File: config.mk
export PLATFORM = sky130hd
export DESIGN_NAME = cla_adder16
export DESIGN_NICKNAME = d
export VERILOG_FILES = /design/src/rtl/cla_pkg.sv /design/src/rtl/cla_lookahead.sv /design/src/rtl/cla_group.sv /design/src/rtl/cla_adder16.sv
export SDC_FILE = /design/constraint.sdc
export NUM_CORES = 1
export LEC_CHECK = 0
export ABC_CLOCK_PERIOD_IN_PS = 4800
export BUFFER_PORTS_ARGS = -buffer_cell sky130_fd_sc_hd__clkbuf_2
export CELL_PAD_IN_SITES_DETAIL_PLACEMENT = 1
export CELL_PAD_IN_SITES_GLOBAL_PLACEMENT = 2
export CORE_UTILIZATION = 23
export DETAILED_ROUTE_END_ITERATION = 8
export PLACE_DENSITY_LB_ADDON = 0.1
export RECOVER_POWER = 25
export SYNTH_ARGS = -nofsm -noshare
export SYNTH_HDL_FRONTEND = slang
export SYNTH_SLANG_ARGS = --single-unit
File: constraint.sdc
create_clock -name vclk -period 4.8
set_input_delay 0.96 -clock vclk [all_inputs]
set_output_delay 0.96 -clock vclk [all_outputs]
set_load 0.1 [all_outputs]
File: src/rtl/cla_pkg.sv
package cla_pkg;
  // Propagate/generate pair used at both lookahead levels
  typedef struct packed {
    logic prop;
    logic gen;
  } pgPair_t;
endpackage

File: src/rtl/cla_lookahead.sv
// Expanded lookahead: each carry is a sum of products of p, g and cin,
// never a function of another computed carry.
module cla_lookahead #(
  parameter int N = 4
) (
  input  logic [N-1:0] p,
  input  logic [N-1:0] g,
  input  logic         cin,
  output logic [N-1:0] carry,   // carry into position 0..N-1
  output cla_pkg::pgPair_t blockPg
);
  logic prodTerm;
  logic accTerm;
  logic gProd;
  logic gAcc;

  always_comb begin
    carry[0] = cin;
    for (int j = 1; j < N; j++) begin
      prodTerm = 1'b1;
      accTerm  = 1'b0;
      for (int k = j - 1; k >= 0; k--) begin
        accTerm  = accTerm | (prodTerm & g[k]);
        prodTerm = prodTerm & p[k];
      end
      carry[j] = accTerm | (prodTerm & cin);
    end
    gProd = 1'b1;
    gAcc  = 1'b0;
    for (int k = N - 1; k >= 0; k--) begin
      gAcc  = gAcc | (gProd & g[k]);
      gProd = gProd & p[k];
    end
    blockPg.prop = gProd;
    blockPg.gen  = gAcc;
  end
endmodule

File: src/rtl/cla_group.sv
// One slice: bit P/G, in-slice lookahead, sum bits, exported slice P/G.
module cla_group #(
  parameter int GROUP_W = 4
) (
  input  logic [GROUP_W-1:0] a,
  input  logic [GROUP_W-1:0] b,
  input  logic               cin,
  output logic [GROUP_W-1:0] sum,
  output cla_pkg::pgPair_t   groupPg
);
  logic [GROUP_W-1:0] bitProp;
  logic [GROUP_W-1:0] bitGen;
  logic [GROUP_W-1:0] bitCarry;

  genvar i;
  generate
    for (i = 0; i < GROUP_W; i++) begin : g_bit
      assign bitProp[i] = a[i] ^ b[i];
      assign bitGen[i]  = a[i] & b[i];
      assign sum[i]     = bitProp[i] ^ bitCarry[i];
    end
  endgenerate

  cla_lookahead #(.N(GROUP_W)) u_look (
    .p(bitProp),
    .g(bitGen),
    .cin(cin),
    .carry(bitCarry),
    .blockPg(groupPg)
  );
endmodule

File: src/rtl/cla_adder16.sv
module cla_adder16 #(
  parameter int GROUP_W    = 4,
  parameter int NUM_GROUPS = 4,
  localparam int WIDTH     = GROUP_W * NUM_GROUPS
) (
  input  logic [WIDTH-1:0] opA,
  input  logic [WIDTH-1:0] opB,
  input  logic             carryIn,
  output logic [WIDTH-1:0] sumOut,
  output logic             carryOut
);
  cla_pkg::pgPair_t        groupPg [NUM_GROUPS];
  logic [NUM_GROUPS-1:0]   grpProp;
  logic [NUM_GROUPS-1:0]   grpGen;
  logic [NUM_GROUPS-1:0]   grpCarry;
  cla_pkg::pgPair_t        topPg;

  genvar gi;
  generate
    for (gi = 0; gi < NUM_GROUPS; gi++) begin : g_grp
      cla_group #(.GROUP_W(GROUP_W)) u_grp (
        .a(opA[gi*GROUP_W +: GROUP_W]),
        .b(opB[gi*GROUP_W +: GROUP_W]),
        .cin(grpCarry[gi]),
        .sum(sumOut[gi*GROUP_W +: GROUP_W]),
        .groupPg(groupPg[gi])
      );
      assign grpProp[gi] = groupPg[gi].prop;
      assign grpGen[gi]  = groupPg[gi].gen;
    end
  endgenerate

  // Second level: same expanded equations over slice P/G
  cla_lookahead #(.N(NUM_GROUPS)) u_level2 (
    .p(grpProp),
    .g(grpGen),
    .cin(carryIn),
    .carry(grpCarry),
    .blockPg(topPg)
  );

  assign carryOut = topPg.gen | (topPg.prop & carryIn);
endmodule

== After elaboration in Yosys (flattened, before gate mapping) ==
Cells that the tools add are included.
Word-level totals
  bits in registers: 0
  output and inout bits: 17
  input bits: 33
  logic and storage cells: 170
Operators by class
  bitwise gates (word level): 170
Operators by type and width (number)
  1-bit bitwise AND: 92
  1-bit bitwise OR: 46
  1-bit bitwise XOR: 32

== Longest topological paths before layout ==
Gate-level depths: netlist of run 1.
  depth in word-level cells: 12
  mapped depth: 8
  mapped depth without buffers: 8

== Modules after synthesis ==
From an unflattened synthesis of run 1, not the netlist that was laid out.
Second synthesis, totals
  cell total of the unflattened synthesis: 98
  area total of the unflattened synthesis: 748.2 um^2
By module, submodules not included
  cla_lookahead: cells an instance 13, area each 80.1 um^2, instances 5, seq. area each 0.0 um^2
  cla_group: cells an instance 8, area each 85.1 um^2, instances 4, seq. area each 0.0 um^2
  cla_adder16: cells an instance 1, area each 7.5 um^2, instances 1, seq. area each 0.0 um^2

== Least setup slack after synthesis of run 1 ==
OpenSTA, ideal clock, no wires.
  path type: input to output
  start point: input port opA[2]
  end point: output port sumOut[7]
  cell stages on the path: 6
  required time: 3.840 ns
  data arrival time: 6.735 ns
  path buffers: 0
  slack: -2.895 ns
  path through: ha_1 a21o_1 a21oi_2 a21boi_0 o2111a_1 a2111oi_0
Between the ends
  longest elaborated chain between the ends: 9
  elaborated cells between the ends (all ways): 16
  classes of those cells: bitwise: 16
RTL lines
  from (decl): line cla_adder16.sv:6  | input logic [WIDTH-1:0] opA,
  1-bit bitwise AND / 1-bit bitwise XOR (equally long branches): line cla_group.sv:19, cla_group.sv:18
  1-bit bitwise AND, on equally long branches: line cla_lookahead.sv:31, cla_lookahead.sv:32
  1-bit bitwise OR, or another cell as far along (2 in a row): line cla_lookahead.sv:31  | gAcc = gAcc | (gProd & g[k]);
  1-bit bitwise OR / 1-bit bitwise AND (equally long branches): line cla_lookahead.sv:31, cla_lookahead.sv:26
  1-bit bitwise OR *: line cla_lookahead.sv:26  | carry[j] = accTerm | (prodTerm & cin);
  1-bit bitwise AND *: line cla_lookahead.sv:26
  1-bit bitwise OR *: line cla_lookahead.sv:26
  1-bit bitwise XOR *: line cla_group.sv:20  | assign sum[i] = bitProp[i] ^ bitCarry[i];
  to (decl): line cla_adder16.sv:9  | output logic [WIDTH-1:0] sumOut,
Mark *: on every way between the ends. The rest lies on a longest branch, timed or not.

== Worst setup path after layout of run 1 ==
  start point: input port opA[5]
  end point: output port sumOut[13]
Between the ends
  longest elaborated chain between the ends: 11
  elaborated cells between the ends (all ways): 19
  classes of those cells: bitwise: 19
RTL lines
  1-bit bitwise AND / 1-bit bitwise XOR (equally long branches): line cla_group.sv:19, cla_group.sv:18
  1-bit bitwise AND, on equally long branches: line cla_lookahead.sv:31, cla_lookahead.sv:32
  1-bit bitwise OR / 1-bit bitwise AND (equally long branches): line cla_lookahead.sv:31
  1-bit bitwise OR: line cla_lookahead.sv:31
  1-bit bitwise AND: line cla_lookahead.sv:23  | accTerm = accTerm | (prodTerm & g[k]);
  1-bit bitwise OR (2 in a row): line cla_lookahead.sv:23
  1-bit bitwise OR *: line cla_lookahead.sv:26
  1-bit bitwise AND *: line cla_lookahead.sv:26
  1-bit bitwise OR *: line cla_lookahead.sv:26
  1-bit bitwise XOR *: line cla_group.sv:20
Marks and branches as above.

==> metrics.md, run 1 <==
| Metric | Value |
|---|---|
| Clock buffers | 0 |
| CP Capture Type | primary output |
| Vias in the first global route | roughly 860 |
| Period utilization | 0.949 |
| Share of layout cells above drive strength 1 | 0.413 |
| Final hold violation count | 0 |
| Pre-CTS setup slack | 0.242 ns |
| Antenna violations before repair | 0 |
| Core area | 3050 um2 |
| Design Area, Final | ~1100 um2 |
| RSZ-0062 raised after global routing | false |
| Sequential fraction of the synthesis area | 0 |
| Commonest non-fill, non-tap cell in the layout | clkbuf_2 |
| DR WL/cell | about 11 um |
| # hold bufs at CTS | 0 |
| I/O Pins | 50 |
| Crit Path Category | in -> out |
| Post-synth top area share | 0.272 |
| DIE HEIGHT | 58.6 um |
| Distinct cells, synth | 38 |
| Critical Path RT | 3.84 ns |
| Drt pass-1 iters | 4 |
| Chip Width | 58.6 um |
| Buffers added on ports | 50 |
| Row cnt | 20 |
| Max-Cap Viols | 0 |
| Register Area | 0 um2 |
| # fillers | roughly 380 |
| RD Place Congestion | approximately 0.78 |
| # diodes | 0 |
| First-pass GRT wire length | about 3.7 mm |
| Avg Vias per Cell | ~4.8 |
| Max-slew headroom | 0.230 |
| Pin count of the biggest net entering global routing | 8 |
| Hold Path Class | in -> out |
| Dpl hpwl | about 1.9 mm |
| Vias | ~870 |
| Total global routing track utilization | 0.129 |
| PD cells | approximately 340 nW/um2 |
| Layout sequential cell count | 0 |
| Post-synthesis cell area | 736 um2 |
| ANT nets after route | 0 |
| Setup Viol. Count Final | 0 |
| Syn_nets | about 140 |
| Post-place instance area | 1120 um2 |
| Synth Instances | 88 |
| Area delta synth->final | 51.0% |
| TNS Setup | 0 ns |
| Worst Setup SP | opA[5] |
| Area leader, netlist | ha_1 |
| Fmax | between 200 and 250 MHz |
| Max Slew Vio Count | 0 |
| # nets final | between 150 and 200 |
| Max IR drop VDD | roughly 0.17 mV |
| Critical path startpoint category | input port |
| Syn avg cell area | between 8 and 9 um2 |
| Status | complete, no violations |
| Arrival time worst endpoint | around 3.6 ns |
| Ranking of synthesized cells by area | ha_1, fa_1, xnor2_1 |
| Worst hold start | opB[12] |
| Leakage | between 0.5 and 0.6 nW |
| Post-route minimum period | about 4.6 ns |
| Critical path peak fanout | 6 |
| Die ar. | approximately 3400 um2 |
| Area taken by multi-input logic gates | between 700 and 800 um2 |
| Slew at the pin closest to its max-slew limit | approximately 1.2 ns |
| Post-CTS Resized | 0 |
| Total chip power | 0.379 mW |
| # DRC | 0 |
| Initial core utilization | 0.241 |
| Iteration-0 DRC Markers | 15 |
| Remaining global-route overflow | 0 |
| Final WL | 2.08 mm |
| Setup bufs post-CTS | 0 |
| Commonest non-fill, non-tap cells in the layout | clkbuf_2, ha_1, nor2_1, a21oi_1 |
| Synth warn | 0 |
| Final worst slack | about 0.24 ns |
layer usage:
layer	track usage	wire length, um	vias to the layer above
met2	0.261	1050	24
met3	0.00220	73	0
met1	0.162	957	402
met4	0	0	0
met5	0	0	-
li1	-	-	440
cells in the mapped netlist:
cell type  number
ha_1           16
nor2_1          8
a21oi_1         6
inv_1           5
xnor2_1         5
fa_1            4
nand2_1         4
nor3_1          3
xor2_1          3
a21boi_0        2
a21o_1          2
o21a_1          2
o21ai_0         2
o31ai_1         2
a2111oi_0       1
a211o_2         1
a211oi_1        1
a21oi_2         1
a221o_1         1
a311o_1         1
a31o_2          1
and2_4          1
and2b_1         1
and3_1          1
and4_1          1
nand3_1         1
nand4_1         1
nand4b_1        1
nor2b_1         1
nor2b_4         1
o2111a_1        1
o211ai_1        1
o311a_1         1
o311ai_1        1
o32ai_1         1
o41ai_1         1
or2_2           1
or4b_1          1
power by group:
part | total (mW) | internal (mW) | switching, mW
combinational | 0.379 | 0.0876 | 0.291
sequential | 0 | 0 | 0
clock | 0 | 0 | 0
per-stage QoR:
step                hold WS (ns)  cells  utilization
CTS                         2.44    182        0.366
detailed placement          2.42    182        0.366
finish                      2.43    182        0.364
global placement            2.43    182        0.366
floorplan                   2.38     88            -
global route                2.46    182        0.364
critical path, stage by stage:
cell and delay [ns]:
clkbuf_2 0.08, ha_1 0.36, a21o_1 0.20, a311o_1 0.40, or2_2 0.35, a221o_1 0.37
fa_1 0.46, xor2_4 0.21, buf_12 0.19
cells by family (layout without fill, tap and decap cells):
kind of cell	count (synthesis)	count (layout)	synth area share
buffers and inverters	5	55	0.0255
AND/OR/NAND/NOR	26	26	0.201
XOR/XNOR	8	8	0.0952
AO/OA/AOI/OAI	29	29	0.298
adder cells (fa/ha/maj)	20	20	0.381
cell type report:
cell class / instances / share of cell area
well taps: 44 / 0.0495
inverters: 5 / 0.0169
multi-input cells: 83 / 0.686
repair buffers: 50 / 0.248
final timing paths:
kind,end,cells past startpoint,slack [ns]
worst max-delay path,sumOut[13],9,0.24
worst min-delay path,sumOut[12],3,2.43
No activity file was read; power rests on OpenSTA's default activity.
==> inputs of run 2 (changes only) <==
- CORE_UTILIZATION: 23 -> 22
- SYNTH_HIERARCHICAL: not set -> 1
==> run 2 against run 1 <==
- first-iteration DRC count is 6.7% lower
- die area is 6.1% higher
- non-clock buffer count stayed put
- final area is 14% lower
- largest cell class unchanged
- routed wire length is 22% lower
- via count is 10% lower
- critical path depth is 1 higher
- area after synthesis is 1.7% higher
- critical path type unchanged
- largest power group unchanged
- sequential share of layout area stayed put
- global-route usage is 4.6 points lower
- hold slack better by 0.14 ns
- combinational power is 5.3% lower
==> metrics.md, run 2 <==
| Metric | Value |
|---|---|
| Post-place instance area | 963 um2 (-14%) |
| RSZ-0062 raised after global routing | false |
| RD Place Congestion | 0.680 (-13%) |
| Post-synth top area share | 0.268 (-0.00455) |
| Area delta synth->final | 28.1% |
| PD cells | 374 nW/um2 (+9.7%) |
| Top cells by count, synth | a21o_1, ha_1, xor2_1, buf_4 |
| DR WL/cell | 9.20 um (-20%) |
| Avg Vias per Cell | 4.39 (-7.7%) |
| Final hold violation count | 0 (unchanged) |
| Distinct cells, synth | 9 (-76%) |
| Clock buffers | 0 (unchanged) |
| Syn_nets | 147 (+4.3%) |
| Sw Share | 0.811 (+0.0424) |
| CP cell instances | clkbuf_2 > ha_1 > a21oi_1 > o21ai_0 > a21o_1 > a31o_1 > a21o_1 > a31o_1 > xor2_2 > clkbuf_2 |
| Max-slew headroom | 0.226 (-0.00341) |
| I/O Pins | 50 (unchanged) |
| Design Area, Final | 958 um2 (-14%) |
| Vias in the first global route | 687 (-20%) |
| DIE HEIGHT | 60.3 um (+3.0%) |
| Hold Path Class | in -> out |
| TNS Setup | 0 ns (unchanged) |
| Antenna violations before repair | 0 (unchanged) |
| Initial core utilization | 0.239 (-0.00178) |
| CP Capture Type | primary output |
| Critical path startpoint category | input port |
| Commonest non-fill, non-tap cells in the layout | clkbuf_2, a21o_1, ha_1, xor2_1 |
| Die ar. | 3640 um2 (+6.1%) |
| Slew at the pin closest to its max-slew limit | 1.17 ns (+0.00514 ns) |
| # DRC | 0 (unchanged) |
| Sequential fraction of the synthesis area | 0 (unchanged) |
| Commonest non-fill, non-tap cell in the layout | clkbuf_2 |
| Crit Path Category | in -> out |
| # hold bufs at CTS | 0 (unchanged) |
| Crit path max-delay cell type | clkbuf_2 |
| Remaining global-route overflow | 0 (unchanged) |
| First-pass GRT wire length | 2.53 mm (-31%) |
| Drt pass-1 iters | 2 (-2) |
| Share of layout cells above drive strength 1 | 0.368 (-0.0446) |
| Dpl hpwl | 1.51 mm (-22%) |
| # nets final | 184 (-4.7%) |
| Final WL | 1.63 mm (-22%) |
| Vias | 777 (-10%) |
| Status | complete, no violations |
| Synth Instances | 98 (+11%) |
| Delay-heaviest family, CP | compound AO/OA/AOI/OAI gates |
| Synth warn | 6 (+6) |
| Worst Path Buf+Inv | 2 (unchanged) |
| Max Slew Vio Count | 0 (unchanged) |
| Sw power | 0.291 mW (-0.15%) |
| Clock power frac | 0 (unchanged) |
| Row cnt | 20 (unchanged) |
| Critical path peak fanout | 5 (-1) |
| # diodes | 0 (unchanged) |
| Register Area | 0 um2 (unchanged) |
| Sequential Power Share | 0 (unchanged) |
| Core area | 3130 um2 (+2.5%) |
| Internal power | 0.0677 mW (-23%) |
| Post-CTS Resized | 0 (unchanged) |
| Setup bufs post-CTS | 0 (unchanged) |
| Pin count of the biggest net entering global routing | 6 (-2) |
| Critical Path RT | 3.84 ns (about the same) |
| Post-route minimum period | 4.17 ns (-0.382 ns) |
| Max-Cap Viols | 0 (unchanged) |
| Iteration-0 DRC Markers | 14 (-1) |
| CP max stage delay | 0.46 ns (about the same) |
| Leakage | 0.579 nW (+3.2%) |
| Syn avg cell area | 7.63 um2 (-8.7%) |
| Total global routing track utilization | 0.0839 (-0.0456) |
| Post-synthesis cell area | 748 um2 (+1.7%) |
| Chip Width | 60.3 um (+3.0%) |
| Setup Viol. Count Final | 0 (unchanged) |
| Ranking of synthesized cells by area | ha_1, xor2_1, a21o_1 |
| Buffers added on ports | 50 (unchanged) |
| Period utilization | 0.870 (-0.0797) |
| Area leader, netlist | ha_1 |
| Layout sequential cell count | 0 (unchanged) |
| Fmax | 240 MHz (+9.2%) |
| Max IR drop VDD | 0.105 mV (-37%) |
| Combinational share of power | 1.000 (about the same) |
| ANT nets after route | 0 (unchanged) |
| Arrival time worst endpoint | 3.21 ns (-0.39 ns) |
-- run 2: changes by cell type after synthesis, moves of 3 or more --
cell     before  now
a31o_1        0    5
a21o_1        2   16
inv_1         5    0
buf_4         0   15
nand2_1       4   10
o21ai_0       2    5
nor2_1        8    5
nor3_1        3    0
xor2_1        3   16
a21oi_1       6   10
fa_1          4    0
xnor2_1       5    0
-- run 2: power groups by stage --
stage / Sequential (mW) / Combinational (mW) / Clock, mW
after floorplan: 0 / 0.323 / 0
after global placement: 0 / 0.363 / 0
after detailed placement: 0 / 0.363 / 0
after CTS: 0 / 0.364 / 0
after global routing: 0 / 0.378 / 0
final: 0 / 0.359 / 0
-- run 2: tightest hold or removal path, stage by stage --
cell and delay (ns):
clkbuf_2 0.12, a21o_1 0.16, clkbuf_2 0.36
-- run 2: cells by family (layout without fill, tap and decap cells) --
| logic type | after synthesis | after routing | synth area share |
|---|---|---|---|
| AOI/OAI and AO/OA | 36 | 36 | 0.319 |
| xor gates and xnor gates | 16 | 16 | 0.187 |
| buffers and inverters | 15 | 50 | 0.151 |
| adders and majority gates | 16 | 16 | 0.268 |
| and+or+nand+nor | 15 | 15 | 0.0753 |
-- run 2: per-layer routing --
layer / share of wire / routed length [um] / GRT usage
met3: 0.060 / 98 / 0
met4: 0 / 0 / 0
met2: 0.47 / 769 / 0.160
met1: 0.47 / 760 / 0.111
met5: 0 / 0 / 0
-- run 2: final cells by class --
class,instances,area [um2]
timing repair buffer,50,245
tap,44,55.1
multi-input combinational,83,658
fill,411,2170
-- run 2: final timing paths --
| check | from | endpoint | slack [ns] | cells after the start |
|---|---|---|---|---|
| min | carryIn | carryOut | 2.57 | 3 |
| max | opA[1] | sumOut[15] | 0.63 | 10 |
-- run 2: through the flow --
| stage | power (mW) | instances | util | worst slack, ns | hold slack (ns) |
|---|---|---|---|---|---|
| 2_1_floorplan | 0.323 | 98 | - | 0.0230 | 2.38 |
| 3_3_place_gp | 0.363 | 177 | 0.308 | 0.640 | 2.48 |
| 3_5_place_dp | 0.363 | 177 | 0.308 | 0.593 | 2.48 |
| 4_1_cts | 0.364 | 177 | 0.308 | 0.585 | 2.48 |
| 5_1_grt | 0.378 | 177 | 0.306 | 0.437 | 2.59 |
| 6_report | 0.359 | 177 | 0.306 | 0.626 | 2.57 |
